==> config.mk <==
export PLATFORM = sky130hd
export DESIGN_NAME = acc_alu
export DESIGN_NICKNAME = d
export VERILOG_FILES = /design/src/rtl/acc_alu.sv
export SDC_FILE = /design/constraint.sdc
export NUM_CORES = 1
export LEC_CHECK = 0
export BUFFER_PORTS_ARGS = -buffer_cell sky130_fd_sc_hd__buf_4
export CAP_MARGIN = 30
export CORE_MARGIN = 8
export CORE_UTILIZATION = 58
export DETAILED_ROUTE_END_ITERATION = 6
export GPL_TIMING_DRIVEN = 0
export PLACE_DENSITY = 0.81
export SLEW_MARGIN = 0
export SYNTH_ARGS = -nofsm -noshare
export SYNTH_HDL_FRONTEND = slang
export SYNTH_SLANG_ARGS = --single-unit
==> constraint.sdc <==
create_clock -name clk -period 11.2 [get_ports clk]
set_clock_uncertainty 0.2 [all_clocks]
set_input_delay 0.56 -clock clk [delete_from_list [all_inputs] [get_ports clk]]
set_output_delay 0.56 -clock clk [all_outputs]
set_load 0.02 [all_outputs]
==> src/rtl/acc_alu.sv <==
module acc_alu (
  input  logic       clk,
  input  logic       rst_n,
  input  logic       go,
  input  logic [4:0] op,
  input  logic [7:0] acc_in,
  input  logic [7:0] opnd_in,
  input  logic [7:0] b_in,
  input  logic       cy_in,
  input  logic       ac_in,
  input  logic       ov_in,
  output logic [7:0] acc_out,
  output logic [7:0] b_out,
  output logic       cy_out,
  output logic       ac_out,
  output logic       ov_out,
  output logic       ne_out
);

  localparam logic [4:0] K_ADD  = 5'd0,  K_ADDC = 5'd1,  K_SUBB = 5'd2,  K_DA   = 5'd3;
  localparam logic [4:0] K_INC  = 5'd4,  K_DEC  = 5'd5,  K_AND  = 5'd6,  K_OR   = 5'd7;
  localparam logic [4:0] K_XOR  = 5'd8,  K_CPL  = 5'd9,  K_CLR  = 5'd10, K_RL   = 5'd11;
  localparam logic [4:0] K_RR   = 5'd12, K_RLC  = 5'd13, K_RRC  = 5'd14, K_SWAP = 5'd15;
  localparam logic [4:0] K_CMP  = 5'd16, K_MUL  = 5'd17, K_DIV  = 5'd18;

  logic       add_cin;
  logic [8:0] sum, dif, s1, s2;
  logic       sum_ov, dif_ov, lo_fix, hi_fix;
  logic [15:0] prod;
  logic [7:0] dvsr, quo, rem;

  assign add_cin = (op == K_ADDC) & cy_in;
  assign sum     = {1'b0, acc_in} + {1'b0, opnd_in} + {8'b0, add_cin};
  assign dif     = {1'b0, acc_in} - {1'b0, opnd_in} - {8'b0, cy_in};
  assign sum_ov  = (acc_in[7] == opnd_in[7]) && (sum[7] != acc_in[7]);
  assign dif_ov  = (acc_in[7] != opnd_in[7]) && (dif[7] != acc_in[7]);

  assign lo_fix  = (acc_in[3:0] > 4'd9) | ac_in;
  assign s1      = {1'b0, acc_in} + (lo_fix ? 9'h006 : 9'h000);
  assign hi_fix  = (s1[7:4] > 4'd9) | cy_in | s1[8];
  assign s2      = {1'b0, s1[7:0]} + (hi_fix ? 9'h060 : 9'h000);

  assign prod    = {8'b0, acc_in} * {8'b0, b_in};
  assign dvsr    = (b_in == 8'd0) ? 8'd1 : b_in;
  assign quo     = acc_in / dvsr;
  assign rem     = acc_in % dvsr;

  logic [7:0] n_acc, n_b;
  logic       n_cy, n_ac, n_ov, n_ne;

  always_comb begin
    n_acc = acc_in;
    n_b   = b_in;
    n_cy  = cy_in;
    n_ac  = ac_in;
    n_ov  = ov_in;
    n_ne  = 1'b0;
    case (op)
      K_ADD, K_ADDC: begin
        n_acc = sum[7:0];
        n_cy  = sum[8];
        n_ac  = acc_in[4] ^ opnd_in[4] ^ sum[4];
        n_ov  = sum_ov;
      end
      K_SUBB: begin
        n_acc = dif[7:0];
        n_cy  = dif[8];
        n_ac  = acc_in[4] ^ opnd_in[4] ^ dif[4];
        n_ov  = dif_ov;
      end
      K_DA: begin
        n_acc = s2[7:0];
        n_cy  = cy_in | s1[8] | s2[8];
      end
      K_INC:  n_acc = acc_in + 8'd1;
      K_DEC:  n_acc = acc_in - 8'd1;
      K_AND:  n_acc = acc_in & opnd_in;
      K_OR:   n_acc = acc_in | opnd_in;
      K_XOR:  n_acc = acc_in ^ opnd_in;
      K_CPL:  n_acc = ~acc_in;
      K_CLR:  n_acc = 8'd0;
      K_RL:   n_acc = {acc_in[6:0], acc_in[7]};
      K_RR:   n_acc = {acc_in[0], acc_in[7:1]};
      K_RLC: begin
        n_acc = {acc_in[6:0], cy_in};
        n_cy  = acc_in[7];
      end
      K_RRC: begin
        n_acc = {cy_in, acc_in[7:1]};
        n_cy  = acc_in[0];
      end
      K_SWAP: n_acc = {acc_in[3:0], acc_in[7:4]};
      K_CMP: begin
        n_cy = acc_in < opnd_in;
        n_ne = acc_in != opnd_in;
      end
      K_MUL: begin
        n_acc = prod[7:0];
        n_b   = prod[15:8];
        n_cy  = 1'b0;
        n_ov  = prod[15:8] != 8'd0;
      end
      K_DIV: begin
        n_cy = 1'b0;
        if (b_in == 8'd0) begin
          n_ov = 1'b1;
        end else begin
          n_acc = quo;
          n_b   = rem;
          n_ov  = 1'b0;
        end
      end
      default: ;
    endcase
  end

  always_ff @(posedge clk) begin
    if (!rst_n) begin
      acc_out <= 8'd0;
      b_out   <= 8'd0;
      cy_out  <= 1'b0;
      ac_out  <= 1'b0;
      ov_out  <= 1'b0;
      ne_out  <= 1'b0;
    end else if (go) begin
      acc_out <= n_acc;
      b_out   <= n_b;
      cy_out  <= n_cy;
      ac_out  <= n_ac;
      ov_out  <= n_ov;
      ne_out  <= n_ne;
    end
  end


  hold_idle_chk: assert property (@(posedge clk) disable iff (!rst_n)
    !go |=> $stable(acc_out) && $stable(b_out) && $stable({cy_out, ac_out, ov_out, ne_out}));


  cmp_keeps_acc_chk: assert property (@(posedge clk) disable iff (!rst_n)
    (go && op == K_CMP) |=> (acc_out == $past(acc_in)) && (!cy_out || ne_out));


  ne_only_cmp_chk: assert property (@(posedge clk) disable iff (!rst_n)
    (go && op != K_CMP) |=> !ne_out);


  mul_clears_cy_chk: assert property (@(posedge clk) disable iff (!rst_n)
    (go && op == K_MUL) |=> !cy_out && (ov_out == (b_out != 8'd0)));


  div_zero_chk: assert property (@(posedge clk) disable iff (!rst_n)
    (go && op == K_DIV && b_in == 8'd0) |=> ov_out && !cy_out && acc_out == $past(acc_in) && b_out == 8'd0);


  div_rem_chk: assert property (@(posedge clk) disable iff (!rst_n)
    (go && op == K_DIV && b_in != 8'd0) |=> (b_out < $past(b_in)) && !ov_out && !cy_out);


  rlc_cy_chk: assert property (@(posedge clk) disable iff (!rst_n)
    (go && op == K_RLC) |=> cy_out == $past(acc_in[7]) && acc_out[0] == $past(cy_in));

endmodule

# Yosys cells after proc, flatten, opt, wreduce, memory -nomap -nowiden
# Cells that the tools add are included.
# totals
ff_bits	20
wordCells	75
# classes
addsub	8
n_mul	1
div	2
order_cmp	3
n_eq_ne	23
n_mux	12
n_bitwise	13
n_reduce_logical	7
# ops
cell	count
$pmux W8 S17	1
$eq A5 B4 Y1 const B	8
$mux W8	3
$eq A5 B3 Y1 const B	4
$mul A8 B8 Y16	1
$pmux W8 S2	1
$eq A5 B5 Y1 const B	3
$eq A5 B2 Y1 const B	2
$add A8 B3 Y9	1
$add A8 B7 Y9	1
$add A8 B8 Y9	1
$add A9 B1 Y9	1
$sub A8 B8 Y9	1
$sub A9 B1 Y9	1
$add A8 B1 Y8 const B	1
$and A8 B8 Y8	1
$div A8 B8 Y8	1
$gt A4 B4 Y1 const B	2
$logic_not A8 Y1	1
$lt A8 B8 Y1	1
$mod A8 B8 Y8	1
$ne A8 B8 Y1	1
$not A8 Y8	1
$or A8 B8 Y8	1
other kinds (18)	29

# Depth between registers and ports, before layout
# Gate-level depths: netlist of run 1.
# logic_depth
ltp_word	11
ltp_mapped	54

# Worst setup path before layout of run 1
# Ideal clock, no wire load.
# synth_path
kind	input to register
from	input port b_in[4]
to	register b_out[2]
t_arrival_ns	11.275
required_time_ns	10.926
path_slack_ns	-0.349
path_stages	53
path_cell_list	buf_6 -> or4_4 -> buf_2 -> nor2_1 -> nor2_1 -> ha_1 -> nor4b_1 -> nor3_1 -> a2bb2oi_1 -> ha_1 -> and3b_1 -> a221oi_1 -> nor2_1 -> nand2_1 -> xnor2_1 -> ha_1 -> a21o_1 -> a221oi_1 -> [17 not listed] -> xnor2_1 -> inv_1 -> ha_1 -> a2111oi_0 -> a21oi_1 -> a31o_1 -> a21boi_2 -> nor2_1 -> a21oi_1 -> ha_1 -> nor2b_1 -> o21ai_0 -> a21boi_0 -> o21a_1 -> o21a_1 -> or3_1 -> a211o_1 -> a31oi_1
# synth_via
elab_chain_cells	5
elab_cells_between_ends	6
cone_classes	mul: 1; div: 1; mux: 3; reduce/logical: 1
# synth_lines
item	line_no	text
start, declared	8	input logic [7:0] b_in,
$logic_not A8 Y1	44, 105	
$mux W8	44	assign dvsr = (b_in == 8'd0) ? 8'd1 : b_in;
$mod A8 B8 Y8	46	assign rem = acc_in % dvsr;
$mux W8	105	if (b_in == 8'd0) begin
$pmux W8 S2 *	58	case (op)
end signal, assigned	127	b_out <= n_b;
end, declared	13	output logic [7:0] b_out,
# Mark *: on every way between the ends. The rest lies on a longest branch, timed or not.
# A chain may end at the register's enable or synchronous reset.

# Worst setup path after layout of run 1
# layout_path
from	input port b_in[7]
to	register b_out[4]
# The elaborated chain is that of the path after synthesis.

==> flow_summary_export.csv, run 1 <==
group,metric,value,unit
outcome,status,"finished with violations",
outcome,failed_checks,"negative setup slack",
timing,whs,0.271,ns
logic_synthesis,ys_ff_latch,20,
detailed_routing,drtAntennaViolNets,0,
grt,grt_max_degree,13,
timing,drv_slew,0,
logic_synthesis,synth.avg_cell_area,7.40,um2
floorplanning,fp.dieH,130,um
logic_synthesis,ys_seq_area_share,5.31,%
placed_design,dpl.hpwl,21.5,mm
pwr,p_clk_share,10.5,%
grt,track_usage,33.0,%
placed_design,gp_congestion,0.994,
timing,finalSetupViolCount,7,
detailed_routing,viasPerCell,6.89,
floorplanning,placementRows,41,
detailed_routing,drc,0,
clock_tree,htreeDepth,1,
clock_tree,cts.sinks,20,
layout,multiInputGateArea,7090,um2
pwr,p_int,0.472,mW
pwr,p_switching,0.467,mW
pwr,p_comb_share,80.9,%
logic_synthesis,synthesis.area,7550,um2
layout,area_delta_synth_final,23.5,%
floorplanning,core,12700,um2
placed_design,post_dp_cell_area,8170,um2
layout,antenna_cells,0,
worst_setup_path,arrival,11.38,ns
detailed_routing,routed_wl,30.4,mm
timing,fin_crit_sh,102,%
worst_setup_path,critPathTopFamily,"compound AO/OA/AOI/OAI gates",
layout,fin_util,73.6,%
layout,fin_area,9320,um2
timing,hold_viol,0,
grt,antenna_found_initial,0,
worst_setup_path,cp-end-kind,"flip-flop",
layout,n_fill_cell,962,
layout,layout-drive-gt1-share,19.4,%
floorplanning,fp.dieArea,16900,um2
clock_tree,tritoncts,"done",
worst_setup_path,start_kind,"primary input",
clock_tree,clockRootBuffer,"clkbuf_16",
floorplanning,start_util,59.6,%
logic_synthesis,synth_cells,1020,
detailed_routing,drtPass1Iterations,7,
logic_synthesis,async_flop_share,0,%
grt,grt_pass1_vias,8187,
grt,gr-total-overflow,0,
floorplanning,ios,55,
worst_setup_path,max_stage_delay,0.61,ns
clock_tree,cts-buffers-inserted,3,
worst_setup_path,crit_type,"in -> reg",
pwr,swShare,49.8,%
timing,max_freq,87.7,MHz
timing,maxSlewHeadroom,22.4,%
pwr,p_seq_share,8.6,%
hold_path,holdCritPathClass,"reg -> reg",
pwr,pwr_density_cell,101,nW/um2
clock_tree,clockBufferDepth,2,
job,maxCapViolations,0,
timing,setup_ws,-0.198,ns
detailed_routing,avgRoutedWirePerCell,23.2,um
clock_tree,path_clk_slew,0.06,ns
pwr,ir_drop,0.0000485,V
floorplanning,die_w,130,um
logic_synthesis,syn_nets,1214,
worst_setup_path,crit_path_top_delay_cell,"or4_4",
worst_setup_path,crit_fanout,8,
worst_setup_path,required,11.18,ns
clock_tree,clock_latency,0.25,ns
placed_design,port_buffers,48,
detailed_routing,drtIter0Drc,1224,
logic_synthesis,synthFlopType,"dfxtp_1",
timing,tightestPinTransition,1.16,ns
layout,final_nets,1333,
logic_synthesis,synthDistinctLibCells,87,
logic_synthesis,synth-edff-count,0,
logic_synthesis,yosys_warnings,0,
layout,regArea,400,um2
layout,final_common_cell,"buf_4",
pwr,power_leakage,4.19,nW
detailed_routing,num_vias,9031,
timing,rsz0062_at_grt,"true",
layout,final_cell_mix,"buf_4 (111), ha_1 (102), nor2_1 (99), inv_1 (93), nand2_1 (86)",
worst_setup_path,path_common_cell,"ha_4",
worst_setup_path,path_buf_inv,6,
timing,fin_crit,11.40,ns
grt,grt_pass1_wl,43.7,mm
-- cell usage after synthesis, drive strengths merged (12+ instances only) --
master / count / area [um2]
nand2: 87 / 327
a21oi: 53 / 273
inv: 99 / 372
ha: 115 / 1440
and3: 14 / 87.6
fa: 44 / 881
clkbuf: 46 / 173
nand3: 23 / 115
a221oi: 19 / 173
o211ai: 17 / 128
a21o: 19 / 143
nor2b: 12 / 75.1
xnor2: 31 / 272
nor2: 106 / 398
nor3: 27 / 145
o21a: 15 / 113
xor2: 21 / 184
o2111ai: 12 / 123
o21ai: 54 / 270
dfxtp: 20 / 400
-- per-stage QoR --
| stage | setup WS [ns] | instances | setup TNS (ns) | power [mW] |
|---|---|---|---|---|
| detailed placement | -2.16 | 1241 | -18.19 | 0.711 |
| CTS | 0.00233 | 1271 | 0 | 0.845 |
| global placement | -2.04 | 1240 | -16.85 | 0.701 |
| global route | -0.452 | 1310 | -3.25 | 1.00 |
| floorplan | 0.00908 | 1020 | 0 | 0.550 |
| finish | -0.198 | 1310 | -0.999 | 0.939 |
-- worst register-to-register path: stages (launching register included) --
cell and delay (ns):
dfxtp_1 0.33, o21ai_0 0.31, nor3_1 0.08, a2bb2oi_1 0.16, o41ai_1 0.09
-- flip-flops by register name, summed over array words and instances, names as in the netlist --
register / cells
cy_out: 1
ac_out: 1
b_out: 8
ne_out: 1
ov_out: 1
acc_out: 8
-- area by class of cell --
| class | instances | area share (%) |
|---|---|---|
| timing repair buffer | 117 | 9.68 |
| sequential | 20 | 4.30 |
| inverter | 103 | 4.15 |
| clock buffer | 3 | 0.805 |
| clock inverter | 1 | 0.322 |
| buffer | 53 | 2.36 |
| tap | 172 | 2.31 |
| multi-input combinational | 841 | 76.1 |
-- path summary, 6_finish.rpt --
path               from         end  slack, ns  cells after the start
min          acc_out[2]  acc_out[2]       0.27                      2
min reg2reg  acc_out[2]  acc_out[2]       0.27                      2
max             b_in[7]    b_out[4]      -0.20                     49
max reg2reg    b_out[5]    b_out[5]       9.91                      4
-- repair_timing --
action | in CTS | in global routing
pin swaps | 24 | 56
hold buffers | 0 | 0
setup endpoints to repair | 9 | 9
resized for setup | 44 | 61
buffers inserted | 27 | 42
-- power groups by stage --
stage	Clock, mW	Combinational (mW)	Sequential (mW)
2_1_floorplan	0	0.461	0.0883
3_3_place_gp	0	0.619	0.0818
3_5_place_dp	0	0.629	0.0821
4_1_cts	0.0976	0.667	0.0807
5_1_grt	0.101	0.818	0.0812
6_report	0.0981	0.760	0.0808
-- per-layer routing --
| layer | up-vias | global-route usage (%) | part of all wire (%) |
|---|---|---|---|
| met4 | 0 | 15.0 | 5.9 |
| met5 | - | 0 | 0 |
| met3 | 186 | 7.38 | 14 |
| met2 | 783 | 49.5 | 42 |
| li1 | 3899 | - | - |
| met1 | 4163 | 44.0 | 38 |
-- kinds of logic after synthesis --
kind of cell / Yosys count / synth area share [%]
compound gates: 287 / 27.2
fa+ha+maj: 159 / 30.7
xor+xnor: 52 / 6.03
simple gates: 331 / 20.9
mux: 12 / 1.74
buf+inv: 159 / 8.09
flops: 20 / 5.30
Power figures use the tool's default switching activity.
==> run 2: changes to the inputs <==
PLACE_DENSITY = 0.8   (was 0.81)
==> flow_summary_export.csv, run 2 (same netlist as run 1, synthesis figures left out) <==
group,metric,value,unit
layout,top_regs,"acc_out x8, b_out x8",
timing,finalSetupViolCount,2,
detailed_routing,num_vias,8864,
grt,gr-total-overflow,0,
worst_setup_path,timing.rr.start,"b_out[5]",
placed_design,port_buffers,48,
grt,grt_pass1_vias,7980,
worst_setup_path,rrSetupSlack,9.73,ns
clock_tree,cts-buffers-inserted,3,
worst_setup_path,critPathTopFamily,"compound AO/OA/AOI/OAI gates",
detailed_routing,drc,1,
grt,track_usage,32.2,%
placed_design,dpl.hpwl,21.2,mm
floorplanning,fp.dieH,130,um
clock_tree,tritoncts,"done",
worst_setup_path,crit_type,"in -> reg",
worst_setup_path,start_kind,"primary input",
grt,antenna_found_initial,0,
layout,layout-drive-gt1-share,19.2,%
timing,tightestPinTransition,1.13,ns
timing,maxSlewHeadroom,24.2,%
floorplanning,fp.dieArea,16900,um2
grt,grt_pass1_wl,42.6,mm
hold_path,worstHoldStart,"acc_out[1]",
timing,max_freq,88.5,MHz
detailed_routing,drtAntennaViolNets,0,
placed_design,post_dp_cell_area,8160,um2
placed_design,place_ws,-2.08,ns
pwr,ir_drop,0.0000566,V
worst_setup_path,reg2reg_depth,4,
timing,drv_slew,0,
floorplanning,core,12700,um2
job,maxCapViolations,0,
timing,hold_viol,0,
layout,instances_no_fill,1305,
worst_setup_path,max_stage_delay,0.58,ns
layout,final_cell_mix,"buf_4 (107), nor2_1 (101), ha_1 (100), inv_1 (92), nand2_1 (85)",
worst_setup_path,path_buf_inv,7,
placed_design,gp_congestion,1.01,
clock_tree,clockRootBuffer,"clkbuf_16",
detailed_routing,drtPass1Iterations,7,
layout,final_common_cell,"buf_4",
timing,fin_crit_sh,101,%
timing,tns,-0.141,ns
pwr,pwr_density_cell,99.9,nW/um2
clock_tree,clock_latency,0.25,ns
detailed_routing,drtIter0Drc,1208,
floorplanning,placementRows,41,
floorplanning,ios,55,
floorplanning,start_util,59.6,%
pwr,power_leakage,4.17,nW
layout,fin_area,9290,um2
pwr,power,0.927,mW
clock_tree,cts.sinks,20,
timing,setup_ws,-0.0943,ns
worst_setup_path,worstReg2RegEnd,"b_out[5]",
worst_setup_path,crit_fanout,5,
placed_design,placedCellCount,1240,
detailed_routing,viasPerCell,6.79,
outcome,status,"finished with violations",
timing,fin_crit,11.29,ns
grt,grt_max_degree,13,
timing,rsz0062_at_grt,"true",
worst_setup_path,crit_path_top_delay_cell,"or4_4",
hold_path,holdCritPathClass,"reg -> reg",
hold_path,hold_end,"acc_out[1]",
layout,area_delta_synth_final,23.0,%
worst_setup_path,path_common_cell,"ha_4",
worst_setup_path,critPathLaunch,"b_in[6]",
worst_setup_path,required,11.19,ns
floorplanning,die_w,130,um
detailed_routing,avgRoutedWirePerCell,22.5,um
worst_setup_path,arrival,11.28,ns
clock_tree,path_clk_slew,0.06,ns
outcome,failed_checks,"design-rule violations, negative setup slack",
clock_tree,htreeDepth,1,
hold_path,whs_path_depth,2,
layout,antenna_cells,0,
layout,final_nets,1328,
clock_tree,clockBufferDepth,2,
worst_setup_path,cp-end-kind,"flip-flop",
detailed_routing,routed_wl,29.4,mm
[run 2: area by class of cell]
cell class | count | area (um2)
buffer | 54 | 236
tap | 172 | 215
fill | 1010 | 3380
inverter | 103 | 387
sequential | 20 | 400
clock buffer | 4 | 88.8
timing repair buffer | 111 | 860
multi-input combinational | 841 | 7100
[run 2: how the worst max path moves through the flow]
stage          cells after the start        to  slack (ns)
5_1_grt                           54  b_out[2]       -0.40
3_5_place_dp                      53  b_out[5]       -2.08
4_1_cts                           49  b_out[4]       0.006
2_1_floorplan                     53  b_out[2]       0.009
6_report                          52  b_out[2]       -0.09
3_3_place_gp                      53  b_out[6]       -1.92
[run 2: routing by layer]
metal | track usage (%) | part of all wire (%)
met2 | 48.2 | 42
met1 | 43.5 | 39
met3 | 8.49 | 14
met5 | 0 | 0
met4 | 11.6 | 5.5
[run 2: through the flow]
| stage | hold slack (ns) | utilization [%] |
|---|---|---|
| final | 0.264 | 73.3 |
| after global routing | 0.293 | 73.3 |
| after CTS | 0.265 | 67.7 |
| after detailed placement | 0.257 | 64.4 |
| after floorplan | 0.341 | - |
| after global placement | 0.252 | 64.4 |
[run 2: what timing repair did]
item,4_1_cts,5_1_grt
resized for setup,30,83
hold buffers,0,0
gates cloned,0,0
endpoints found under the setup margin,9,9
pin swaps,24,57
buffers inserted,25,38
endpoints found under the hold margin,0,0
[run 2: worst reg2reg max path: cells and delay by family, from the launching register on]
family	cells	cell delay (ns)
AOI/OAI and AO/OA	3	0.72
DFF	1	0.32
and+or+nand+nor	1	0.12
[run 2: power breakdown]
part           internal, mW  leakage, nW  switching (mW)  total, mW
sequential           0.0771        0.166         0.00353     0.0806
combinational         0.320         3.96           0.446      0.766
clock                0.0544       0.0442          0.0259     0.0804
